### config.mk
export PLATFORM = sky130hd
export DESIGN_NAME = tt_cmd_engine
export DESIGN_NICKNAME = d
export VERILOG_FILES = /design/src/rtl/tt_pkg.sv /design/src/rtl/tt_lookup.sv /design/src/rtl/tt_index.sv /design/src/rtl/tt_entry_ram.sv /design/src/rtl/tt_cmd_engine.sv
export SDC_FILE = /design/constraint.sdc
export NUM_CORES = 2
export LEC_CHECK = 0
export ABC_AREA = 1
export BUFFER_PORTS_ARGS = -buffer_cell sky130_fd_sc_hd__buf_2
export CAP_MARGIN = 15
export CORE_MARGIN = 2
export CORE_UTILIZATION = 35
export DETAILED_ROUTE_END_ITERATION = 7
export RECOVER_POWER = 25
export SYNTH_ARGS = -nofsm -noshare
export SYNTH_HDL_FRONTEND = slang
export SYNTH_SLANG_ARGS = --single-unit
### constraint.sdc
create_clock -name clk -period 4.8 [get_ports clk]
set_input_delay 1.2 -clock clk [delete_from_list [all_inputs] [get_ports clk]]
set_output_delay 1.2 -clock clk [all_outputs]
set_load 0.01 [all_outputs]
### src/rtl/tt_pkg.sv
`timescale 1ns/1ps
package tt_pkg;

    typedef enum logic [1:0] {
        OP_PUT  = 2'd0,
        OP_GET  = 2'd1,
        OP_FILL = 2'd2,
        OP_LOAD = 2'd3
    } tt_op_e;

    typedef enum logic [2:0] {
        S_IDLE  = 3'd0,
        S_CHECK = 3'd1,
        S_FETCH = 3'd2,
        S_WRITE = 3'd3,
        S_DONE  = 3'd4
    } tt_state_e;

    localparam int LOAD_MAX_PAGES = 512;
    localparam int LIST_ALIGN_BITS = 12;

    // Reverse byte order: lowest-address byte (bits 7..0) becomes the MSB.
    function automatic logic [63:0] swap_bytes(input logic [63:0] w);
        logic [63:0] r;
        for (int b = 0; b < 8; b++) begin
            r[8*b +: 8] = w[8*(7-b) +: 8];
        end
        return r;
    endfunction

endpackage

### src/rtl/tt_lookup.sv
`timescale 1ns/1ps
module tt_lookup #(
    parameter int NTBL = 2,
    parameter int SEL_W = 1,
    parameter logic [NTBL-1:0][31:0] TBL_ID = '0,
    parameter logic [NTBL-1:0][63:0] TBL_OFF = '0,
    parameter logic [NTBL-1:0][5:0]  TBL_SHIFT = '0,
    parameter logic [NTBL-1:0][15:0] TBL_NENT = '0
) (
    input  logic [63:0]      tid,
    output logic             hit,
    output logic [SEL_W-1:0] sel,
    output logic [63:0]      off,
    output logic [5:0]       shift,
    output logic [15:0]      nent
);
    logic [NTBL-1:0] match;
    logic            upper_clear;

    assign upper_clear = (tid[63:32] == 32'd0);

    genvar g;
    generate
        for (g = 0; g < NTBL; g++) begin : g_match
            assign match[g] = upper_clear && (tid[31:0] == TBL_ID[g]);
        end
    endgenerate

    always_comb begin
        hit = 1'b0;
        sel = '0;
        for (int t = 0; t < NTBL; t++) begin
            if (match[t] && !hit) begin
                hit = 1'b1;
                sel = SEL_W'(t);
            end
        end
        off   = TBL_OFF[sel];
        shift = TBL_SHIFT[sel];
        nent  = TBL_NENT[sel];
    end
endmodule

### src/rtl/tt_index.sv
`timescale 1ns/1ps
module tt_index (
    input  logic [63:0] addr,
    input  logic [63:0] off,
    input  logic [5:0]  shift,
    input  logic [15:0] nent,
    output logic [63:0] aligned,
    output logic [63:0] page,
    output logic [63:0] idx,
    output logic        in_range
);
    always_comb begin
        page     = 64'd1 << shift;
        aligned  = addr & ~(page - 64'd1);
        idx      = (aligned - off) >> shift;
        in_range = (idx < {48'd0, nent});
    end
endmodule

### src/rtl/tt_entry_ram.sv
`timescale 1ns/1ps
module tt_entry_ram #(
    parameter int NTBL = 2,
    parameter int DEPTH = 16,
    parameter int SEL_W = 1,
    parameter int IDX_W = 4
) (
    input  logic             clk,
    input  logic             rst_n,
    input  logic             we,
    input  logic [SEL_W-1:0] sel,
    input  logic [IDX_W-1:0] idx,
    input  logic [63:0]      wdata,
    output logic [63:0]      rdata
);
    localparam int N  = NTBL * DEPTH;
    localparam int AW = (N > 1) ? $clog2(N) : 1;

    logic [63:0] mem [N];
    logic [AW-1:0] slot;

    assign slot  = AW'(sel) * AW'(DEPTH) + AW'(idx);
    assign rdata = mem[slot];

    always_ff @(posedge clk) begin
        if (!rst_n) begin
            for (int i = 0; i < N; i++) begin
                mem[i] <= 64'd0;
            end
        end else if (we) begin
            mem[slot] <= wdata;
        end
    end
endmodule

### src/rtl/tt_cmd_engine.sv
`timescale 1ns/1ps
module tt_cmd_engine
    import tt_pkg::*;
#(
    parameter int NTBL  = 2,
    parameter int DEPTH = 16,
    parameter int CNT_W = 16,
    parameter logic [NTBL-1:0][31:0] TBL_ID    = {32'h8000_0002, 32'h0000_0001},
    parameter logic [NTBL-1:0][63:0] TBL_OFF   = {64'h0000_0000_8000_0000, 64'h0},
    parameter logic [NTBL-1:0][5:0]  TBL_SHIFT = {6'd16, 6'd12},
    parameter logic [NTBL-1:0][15:0] TBL_NENT  = {16'd8, 16'd16}
) (
    input  logic             clk,
    input  logic             rst_n,
    input  logic             cmd_valid,
    input  logic [1:0]       cmd_op,
    input  logic [63:0]      cmd_tid,
    input  logic [63:0]      cmd_addr,
    input  logic [63:0]      cmd_data,
    input  logic [CNT_W-1:0] cmd_count,
    output logic             busy,
    output logic             done,
    output logic             done_err,
    output logic [63:0]      done_data,
    output logic             mem_req,
    output logic [63:0]      mem_addr,
    input  logic             mem_rvalid,
    input  logic [63:0]      mem_rdata
);
    localparam int SEL_W = (NTBL > 1) ? $clog2(NTBL) : 1;
    localparam int IDX_W = (DEPTH > 1) ? $clog2(DEPTH) : 1;

    typedef struct packed {
        tt_state_e        st;
        tt_op_e           op;
        logic [63:0]      tid;
        logic [63:0]      addr;
        logic [63:0]      data;
        logic [63:0]      base;
        logic [CNT_W-1:0] cnt;
        logic [CNT_W-1:0] npg;
        logic             wait_rsp;
        logic             err;
        logic [63:0]      rdat;
    } regs_t;

    regs_t r_d, r_q;

    logic             hit;
    logic [SEL_W-1:0] sel;
    logic [63:0]      tbl_off;
    logic [5:0]       tbl_shift;
    logic [15:0]      tbl_nent;
    logic [63:0]      aligned, page, idx;
    logic             idx_ok;
    logic             ram_we;
    logic [63:0]      ram_rdata;
    logic [CNT_W-1:0] cnt_next;

    tt_lookup #(
        .NTBL(NTBL), .SEL_W(SEL_W), .TBL_ID(TBL_ID), .TBL_OFF(TBL_OFF),
        .TBL_SHIFT(TBL_SHIFT), .TBL_NENT(TBL_NENT)
    ) u_lookup (
        .tid(r_q.tid), .hit(hit), .sel(sel), .off(tbl_off),
        .shift(tbl_shift), .nent(tbl_nent)
    );

    tt_index u_index (
        .addr(r_q.addr), .off(tbl_off), .shift(tbl_shift), .nent(tbl_nent),
        .aligned(aligned), .page(page), .idx(idx), .in_range(idx_ok)
    );

    tt_entry_ram #(
        .NTBL(NTBL), .DEPTH(DEPTH), .SEL_W(SEL_W), .IDX_W(IDX_W)
    ) u_ram (
        .clk(clk), .rst_n(rst_n), .we(ram_we), .sel(sel),
        .idx(idx[IDX_W-1:0]), .wdata(r_q.data), .rdata(ram_rdata)
    );

    assign cnt_next = r_q.cnt + CNT_W'(1);

    always_comb begin
        r_d     = r_q;
        ram_we  = 1'b0;
        mem_req = 1'b0;
        unique case (r_q.st)
            S_IDLE: begin
                if (cmd_valid) begin
                    r_d.st       = S_CHECK;
                    r_d.op       = tt_op_e'(cmd_op);
                    r_d.tid      = cmd_tid;
                    r_d.addr     = cmd_addr;
                    r_d.data     = cmd_data;
                    r_d.base     = cmd_data;
                    r_d.npg      = cmd_count;
                    r_d.cnt      = '0;
                    r_d.wait_rsp = 1'b0;
                    r_d.err      = 1'b0;
                    r_d.rdat     = 64'd0;
                end
            end
            S_CHECK: begin
                r_d.addr = aligned;
                r_d.st   = S_DONE;
                r_d.err  = 1'b1;
                if (hit) begin
                    unique case (r_q.op)
                        OP_PUT: begin
                            r_d.st  = S_WRITE;
                            r_d.err = 1'b0;
                        end
                        OP_GET: begin
                            if (idx_ok) begin
                                r_d.err  = 1'b0;
                                r_d.rdat = ram_rdata;
                            end
                        end
                        OP_FILL: begin
                            if (r_q.npg != '0 && 32'(r_q.npg) <= 32'(tbl_nent)) begin
                                r_d.st  = S_WRITE;
                                r_d.err = 1'b0;
                            end
                        end
                        OP_LOAD: begin
                            if (r_q.npg != '0 && 32'(r_q.npg) <= 32'(LOAD_MAX_PAGES) &&
                                r_q.base[LIST_ALIGN_BITS-1:0] == '0) begin
                                r_d.st  = S_FETCH;
                                r_d.err = 1'b0;
                            end
                        end
                        default: ;
                    endcase
                end
            end
            S_FETCH: begin
                if (!r_q.wait_rsp) begin
                    mem_req      = 1'b1;
                    r_d.wait_rsp = 1'b1;
                end else if (mem_rvalid) begin
                    r_d.data     = swap_bytes(mem_rdata);
                    r_d.wait_rsp = 1'b0;
                    r_d.st       = S_WRITE;
                end
            end
            S_WRITE: begin
                if (!idx_ok) begin
                    r_d.err = 1'b1;
                    r_d.st  = S_DONE;
                end else begin
                    ram_we   = 1'b1;
                    r_d.cnt  = cnt_next;
                    r_d.addr = r_q.addr + page;
                    if (r_q.op == OP_PUT || cnt_next == r_q.npg) begin
                        r_d.st = S_DONE;
                    end else if (r_q.op == OP_LOAD) begin
                        r_d.st = S_FETCH;
                    end
                end
            end
            S_DONE: begin
                r_d.st = S_IDLE;
            end
            default: r_d.st = S_IDLE;
        endcase
    end

    always_ff @(posedge clk) begin
        if (!rst_n) begin
            r_q <= '0;
        end else begin
            r_q <= r_d;
        end
    end

    assign busy      = (r_q.st != S_IDLE);
    assign done      = (r_q.st == S_DONE);
    assign done_err  = r_q.err;
    assign done_data = r_q.rdat;
    assign mem_addr  = r_q.base + (64'(r_q.cnt) << 3);
endmodule

# Yosys cells after proc, flatten, opt, wreduce, memory -nomap -nowiden
# Memories as Yosys holds them, arrays and structs flattened.
# Index checks and enable logic that the tools add are counted.
[totals]
ff_bits = 359
mem_bits_rw = 2048
n_memories = 1
elab_cells = 122
[op_classes]
shift = 2
reduce_logical = 27
addsub = 6
n_eq_ne = 19
muxes = 50
bitwise_logic = 2
n_lt_le_gt_ge = 4
[memory_table]
columns = ["name", "words", "word_bits", "rd", "rd_clocked_by_memory_dff", "write_ports", "line", "source"]
rows = [
  ["u_ram.mem", 32, 64, 1, 0, 32, "tt_entry_ram.sv:19", "logic [63:0] mem [N];"],
]
[ops]
columns = ["cell", "n"]
rows = [
  ["$mux 64", 6],
  ["$mux 359", 1],
  ["$pmux 64 s2", 2],
  ["$pmux 64 s3", 1],
  ["$mux 65", 2],
  ["$add 64x19->64", 1],
  ["$add 64x64->64", 1],
  ["$and 64x64->64", 1],
  ["$lt 64x16->1", 1],
  ["$not 64->64", 1],
  ["$reduce_or 64->1", 1],
  ["$shl 1x6->64 const A", 1],
  ["$shr 64x6->64", 1],
  ["$sub 64x1->64 const B", 1],
  ["$sub 64x64->64", 1],
  ["$eq 32x1->1 const B", 1],
  ["$eq 32x32->1 const B", 1],
  ["$logic_not 32->1", 1],
  ["$mux 16", 2],
  ["$mux 32", 1],
  ["$pmux 16 s2", 1],
  ["$mux 3", 8],
  ["$mux 1", 17],
  ["$add 16x1->16 const B", 1],
  ["33 further kinds", 55],
]

# Logic depth before layout (Yosys ltp)
[depth]
depth_word = 22
mapped_depth = 30
depth_no_buf = 28

# By module
# From an unflattened synthesis, not the netlist that was laid out.
[hier_totals]
cells_unflattened = 17344
area_unflattened_um2 = 131636.2
[by_module_without_submodules]
columns = ["module", "cells_per_inst", "n_inst", "seq_area_each_um2", "area_each_um2"]
rows = [
  ["tt_entry_ram", 10626, 1, 61499.0, 94079.0],
  ["tt_cmd_engine", 3588, 1, 7186.9, 23135.9],
  ["tt_index", 2974, 1, 0.0, 13499.2],
  ["tt_lookup", 156, 1, 0.0, 922.1],
]

# Worst setup path before layout
# Ideal clock, no wire load.
[synth_timing]
path_kind = "register to register"
from = "reg r_q[308] (netlist bit)"
to = "mem u_ram.mem[19][0] (enable)"
path_slack_ns = -0.224
stages_incl_launch_ff = 29
period_less_slack_ns = 5.024
required_time_ns = 4.376
n_path_buf = 2
setup_ns = 0.424
arrival_ns = 4.600
path_cell_list = "dfxtp_1 nor2_1 nand2_1 nor2_2 nand2_1 nor2_4 nand2_4 nor2_8 ha_1 nand2_4 nor2_8 nand2_1 nand2_1 nand3_1 nor2_1 nand2_1 nand2_1 nand2_1 nor2_2 nand2_1 nor2_2 nand4_4 nor2_4 nand2_4 nor2_4 nand2_1 buf_2 buf_2 nand2_1"
[synth_lines]
columns = ["element", "line", "source"]
rows = [
  ["from (decl)", "tt_cmd_engine.sv:47", "regs_t r_d, r_q;"],
  ["from (signal assigned)", "tt_cmd_engine.sv:171", "r_q <= r_d;"],
  ["to (decl)", "tt_entry_ram.sv:19", ""],
]

# Worst setup path after layout
[layout_timing]
from = "reg r_q[82] (netlist bit)"
to = "out mem_addr[53]"
[layout_between]
elab_chain_cells = 1
[layout_rtl]
columns = ["element", "line", "source"]
rows = [
  ["$add 64x19->64", "tt_cmd_engine.sv:179", "assign mem_addr = r_q.base + (64'(r_q.cnt) << 3);"],
  ["to (decl)", "tt_cmd_engine.sv:26", "output logic [63:0] mem_addr,"],
]
# No other way between the ends.

==> tab_implementation.tex <==
\begin{tabular}{lr}
\hline
Metric & Value \\
\hline
\multicolumn{2}{l}{\textbf{Outcome}} \\
Status & finished, violations left \\
Violations in the final reports & max-capacitance violations, max-slew violations, negative setup slack \\
\multicolumn{2}{l}{\textbf{STA}} \\
Final setup fails & 10 \\
Hold violation count in the final report & 0 \\
Smallest setup slack after layout & -0.0950 ns \\
Transition time of the tightest slew-check pin & 3.47 ns \\
Max-slew headroom at the worst pin & -1.31 \\
Maximum operating frequency & 204 MHz \\
RSZ-0062 raised after global routing & true \\
Layout Skew & 0.0735 ns \\
Hold Worst Slack & 0.458 ns \\
Portion of the clock cycle consumed by the worst path in the final layout & 1.02 \\
Setup total negative slack & -0.564 ns \\
Max-slew violation total from the final report & 559 \\
Final period demand of the worst path & 4.89 ns \\
\multicolumn{2}{l}{\textbf{Power}} \\
Maximum VDD drop & 0.299 mV \\
Final Power & 50.5 mW \\
Leakage power of the design & 49.9 nW \\
Cell area power density & 392 mW/mm² \\
\multicolumn{2}{l}{\textbf{Layout}} \\
Area Growth Syn to Fin & 19.5\% \\
Most used cells in the layout excluding fill and tap cells & sky130\_fd\_sc\_hd\_\_nor2\_1, sky130\_fd\_sc\_hd\_\_edfxtp\_1, sky130\_fd\_sc\_hd\_\_nand3\_1 \\
Proportion of layout cells with a drive suffix above 1 & 0.116 \\
Final net count & 12711 \\
Most common library cell in the layout ignoring fill and taps & sky130\_fd\_sc\_hd\_\_nor2\_1 \\
\multicolumn{2}{l}{\textbf{Worst setup path}} \\
CP Launch Point & r\_q[82]\$\_SDFFE\_PN0P\_ \\
Top cell family by delay on the critical path & compound AO/OA/AOI/OAI gates \\
Critical path's largest stage delay & 0.37 ns \\
Number of cells traversed by the worst register-to-register path & 27 \\
Crit path required time & 3.60 ns \\
Worst setup path end & mem\_addr[53] \\
Critical-path cell list & ha\_4 -> inv\_4 -> fa\_2 -> o21ai\_2 -> nand2\_1 -> nand3\_2 -> nand2\_2 -> nand2\_4 -> a21boi\_4 -> o21ai\_2 -> a21oi\_2 -> o21ai\_2 -> buf\_4 -> nand2\_4 -> nor2\_4 -> buf\_6 -> nand2\_8 -> xor2\_2 -> buf\_2 \\
Logic depth of the worst setup path including buffers & 19 \\
Kind of critical path & flop to primary output \\
Slowest CP cell & sky130\_fd\_sc\_hd\_\_dfxtp\_2 \\
Buffer and inverter count on the worst path & 4 \\
Endpoint arrival time on the critical path & 3.69 ns \\
Reg2reg start & r\_q[298]\$\_SDFFE\_PN0P\_ \\
R2R Path End & u\_ram.mem[2][47]\$\_SDFFCE\_PN0P\_ \\
Critical Path Sink Type & primary output \\
Startpoint Class & flop \\
Register-to-Register Setup Slack & 0.18 ns \\
Most Frequent Cell on Critical Path & sky130\_fd\_sc\_hd\_\_o21ai\_2 \\
Crit-path max FO & 3 \\
\multicolumn{2}{l}{\textbf{Synth}} \\
Proportion of register bits with asynchronous set or reset after synthesis & 0 \\
Cells after synthesis & 11595 \\
Post-synthesis sequential area ratio & 0.633 \\
Warning count from the yosys run & 0 \\
Number of enable flip-flop cells after synthesis & 2048 \\
Count of cell types in the netlist & 50 \\
Top-area cell type share of the netlist area & 0.569 \\
Area leader, netlist & sky130\_fd\_sc\_hd\_\_edfxtp\_1 \\
Area of the mapped netlist & 0.108 mm² \\
\#FFs+latches synth & 2395 \\
Top area cells in the synthesized netlist & sky130\_fd\_sc\_hd\_\_edfxtp\_1, sky130\_fd\_sc\_hd\_\_nor2\_1, sky130\_fd\_sc\_hd\_\_dfxtp\_1 \\
Post-synthesis area per instance & 9.32 µm² \\
Most used flip-flop cell after synthesis & sky130\_fd\_sc\_hd\_\_edfxtp\_1 \\
\multicolumn{2}{l}{\textbf{Global routing}} \\
Initial antenna violation count & 61 \\
Total global-route track usage & 0.238 \\
Remaining global-route overflow & 0 \\
Largest net degree at the start of global routing & 135 \\
Wire length of the first global-routing pass & 556 mm \\
Met1 usage & 0.315 \\
Met3 track demand over resource in global routing & 0.0452 \\
Via count of the first global-routing pass & 81765 \\
Met2 Usage GRT & 0.382 \\
GRT busiest layer & met2 \\
\multicolumn{2}{l}{\textbf{Die}} \\
Rows & 204 \\
Die extent in y & 560 µm \\
Ports & 410 \\
Initial Util & 0.351 \\
Die Span X & 560 µm \\
Die outline area & 0.313 mm² \\
Core region area & 0.308 mm² \\
\multicolumn{2}{l}{\textbf{Routing}} \\
Drt first-iter violations & 9236 \\
Via Count & 86186 \\
Detailed-route wire length per cell & 22.9 µm \\
DRC violation count after routing & 0 \\
Wire length reported by the detailed router & 384 mm \\
Count of TritonRoute iterations in the first routing pass & 6 \\
Ratio of routed vias to standard cells & 5.14 \\
Number of nets with antenna violations after routing & 0 \\
\multicolumn{2}{l}{\textbf{Placed design}} \\
Global placement routability congestion & 0.939 \\
Detailed placement HPWL & 247 mm \\
Port bufs & 397 \\
\multicolumn{2}{l}{\textbf{CTS}} \\
TritonCTS clock tree & built \\
Number of sinks handled by clock tree synthesis & 2395 \\
Cell at the root of the clock tree & sky130\_fd\_sc\_hd\_\_clkbuf\_16 \\
CTS clk-pin slew, worst paths & 0.06 ns \\
Number of buffers inserted during clock tree synthesis & 248 \\
Clock H-tree levels & 4 \\
Clock latency of the later-clocked register in the worst-skew pair & 0.93 ns \\
Count of hold buffers inserted by post-cts repair & 0 \\
Clock tree buffer depth & 4 \\
\multicolumn{2}{l}{\textbf{Worst hold path}} \\
Tightest Hold Check Type & flop to flop \\
Beginning of the worst hold path & r\_q[332]\$\_SDFFE\_PN0P\_ \\
\multicolumn{2}{l}{\textbf{Job}} \\
Number of max-cap violations & 11 \\
\hline
\end{tabular}
## cell families after synthesis
group	share of synthesized area
adder cells (fa/ha/maj)	0.00285
AND/OR/NAND/NOR	0.251
AO/OA/AOI/OAI	0.0548
XOR/XNOR	0.00632
buffers and inverters	0.0517
other	0.0000347
flip-flops	0.633
## per-stage QoR
stage,std cells,area (µm²),utilization,setup slack (ns)
after floorplan,12106,110000,-,0.401
after global placement,16248,120000,0.391,0.156
after detailed placement,16248,120000,0.391,0.159
after CTS,16724,129000,0.418,-0.192
after global routing,16746,129000,0.419,-0.184
final,16767,129000,0.419,-0.0950
## layer usage
layer,share of wire,vias to the layer above
li1,-,39749
met4,0.044,56
met1,0.40,41376
met3,0.095,813
met2,0.46,4192
met5,0.00091,-
## area by class of cell
class | instances | area, µm²
clock buffers | 333 | 6770
inverters | 409 | 1590
diodes | 35 | 87.6
multi-input cells | 8387 | 37100
fillers | 29849 | 179000
repair buffers | 968 | 9000
clock inverters | 120 | 910
well taps | 4120 | 5150
flip-flops and latches | 2395 | 68500
## report_power, final
part	total (mW)	switching (mW)	internal (mW)
sequential	24.1	0.437	23.6
combinational	7.80	5.54	2.26
clock	18.7	8.29	10.4
## synth_stat cells (13+ instances only)
| library cell | n |
|---|---|
| sky130_fd_sc_hd__a211oi_1 | 129 |
| sky130_fd_sc_hd__a21oi_1 | 223 |
| sky130_fd_sc_hd__a32o_1 | 14 |
| sky130_fd_sc_hd__buf_1 | 56 |
| sky130_fd_sc_hd__buf_2 | 287 |
| sky130_fd_sc_hd__buf_4 | 68 |
| sky130_fd_sc_hd__clkbuf_1 | 504 |
| sky130_fd_sc_hd__clkinv_1 | 66 |
| sky130_fd_sc_hd__dfxtp_1 | 347 |
| sky130_fd_sc_hd__edfxtp_1 | 2048 |
| sky130_fd_sc_hd__ha_1 | 23 |
| sky130_fd_sc_hd__inv_1 | 335 |
| sky130_fd_sc_hd__nand2_1 | 892 |
| sky130_fd_sc_hd__nand3_1 | 984 |
| sky130_fd_sc_hd__nand3b_1 | 65 |
| sky130_fd_sc_hd__nand4_1 | 51 |
| sky130_fd_sc_hd__nor2_1 | 4546 |
| sky130_fd_sc_hd__nor2_2 | 13 |
| sky130_fd_sc_hd__nor3_1 | 71 |
| sky130_fd_sc_hd__nor4_1 | 31 |
| sky130_fd_sc_hd__o211ai_1 | 17 |
| sky130_fd_sc_hd__o21ai_0 | 672 |
| sky130_fd_sc_hd__xor2_1 | 69 |
## repair_timing
action,4_1_cts,5_1_grt
pin swaps,34,35
setup buffers,23,13
gates resized for setup,118,55
setup endpoints to repair,44,51
## worst reg2reg max path, delay by kind of cell (launching register included)
family | cells | cell delay, ns
adders and majority gates | 1 | 0.23
DFF | 1 | 0.32
buffers and inverters | 3 | 0.65
and+or+nand+nor | 23 | 3.06
## worst min-delay path by stage
stage | end | slack [ns] | cells after the start
2_1_floorplan | r_q[297]$_SDFFE_PN0P_ | 0.43 | 2
3_5_place_dp | r_q[340]$_SDFFE_PN0P_ | 0.45 | 2
4_1_cts | r_q[351]$_SDFFE_PN0P_ | 0.44 | 3
5_1_grt | r_q[332]$_SDFFE_PN0P_ | 0.47 | 2
6_report | r_q[332]$_SDFFE_PN0P_ | 0.46 | 2
3_3_place_gp | r_q[324]$_SDFFE_PN0P_ | 0.44 | 2
## registers in the layout (all words and copies together), names as in the netlist
| name | cells |
|---|---|
| done_err | 1 |
| r_q | 282 |
| u_ram.mem | 2048 |
| done_data | 64 |
Note: power is estimated with default switching activity, not from simulation.
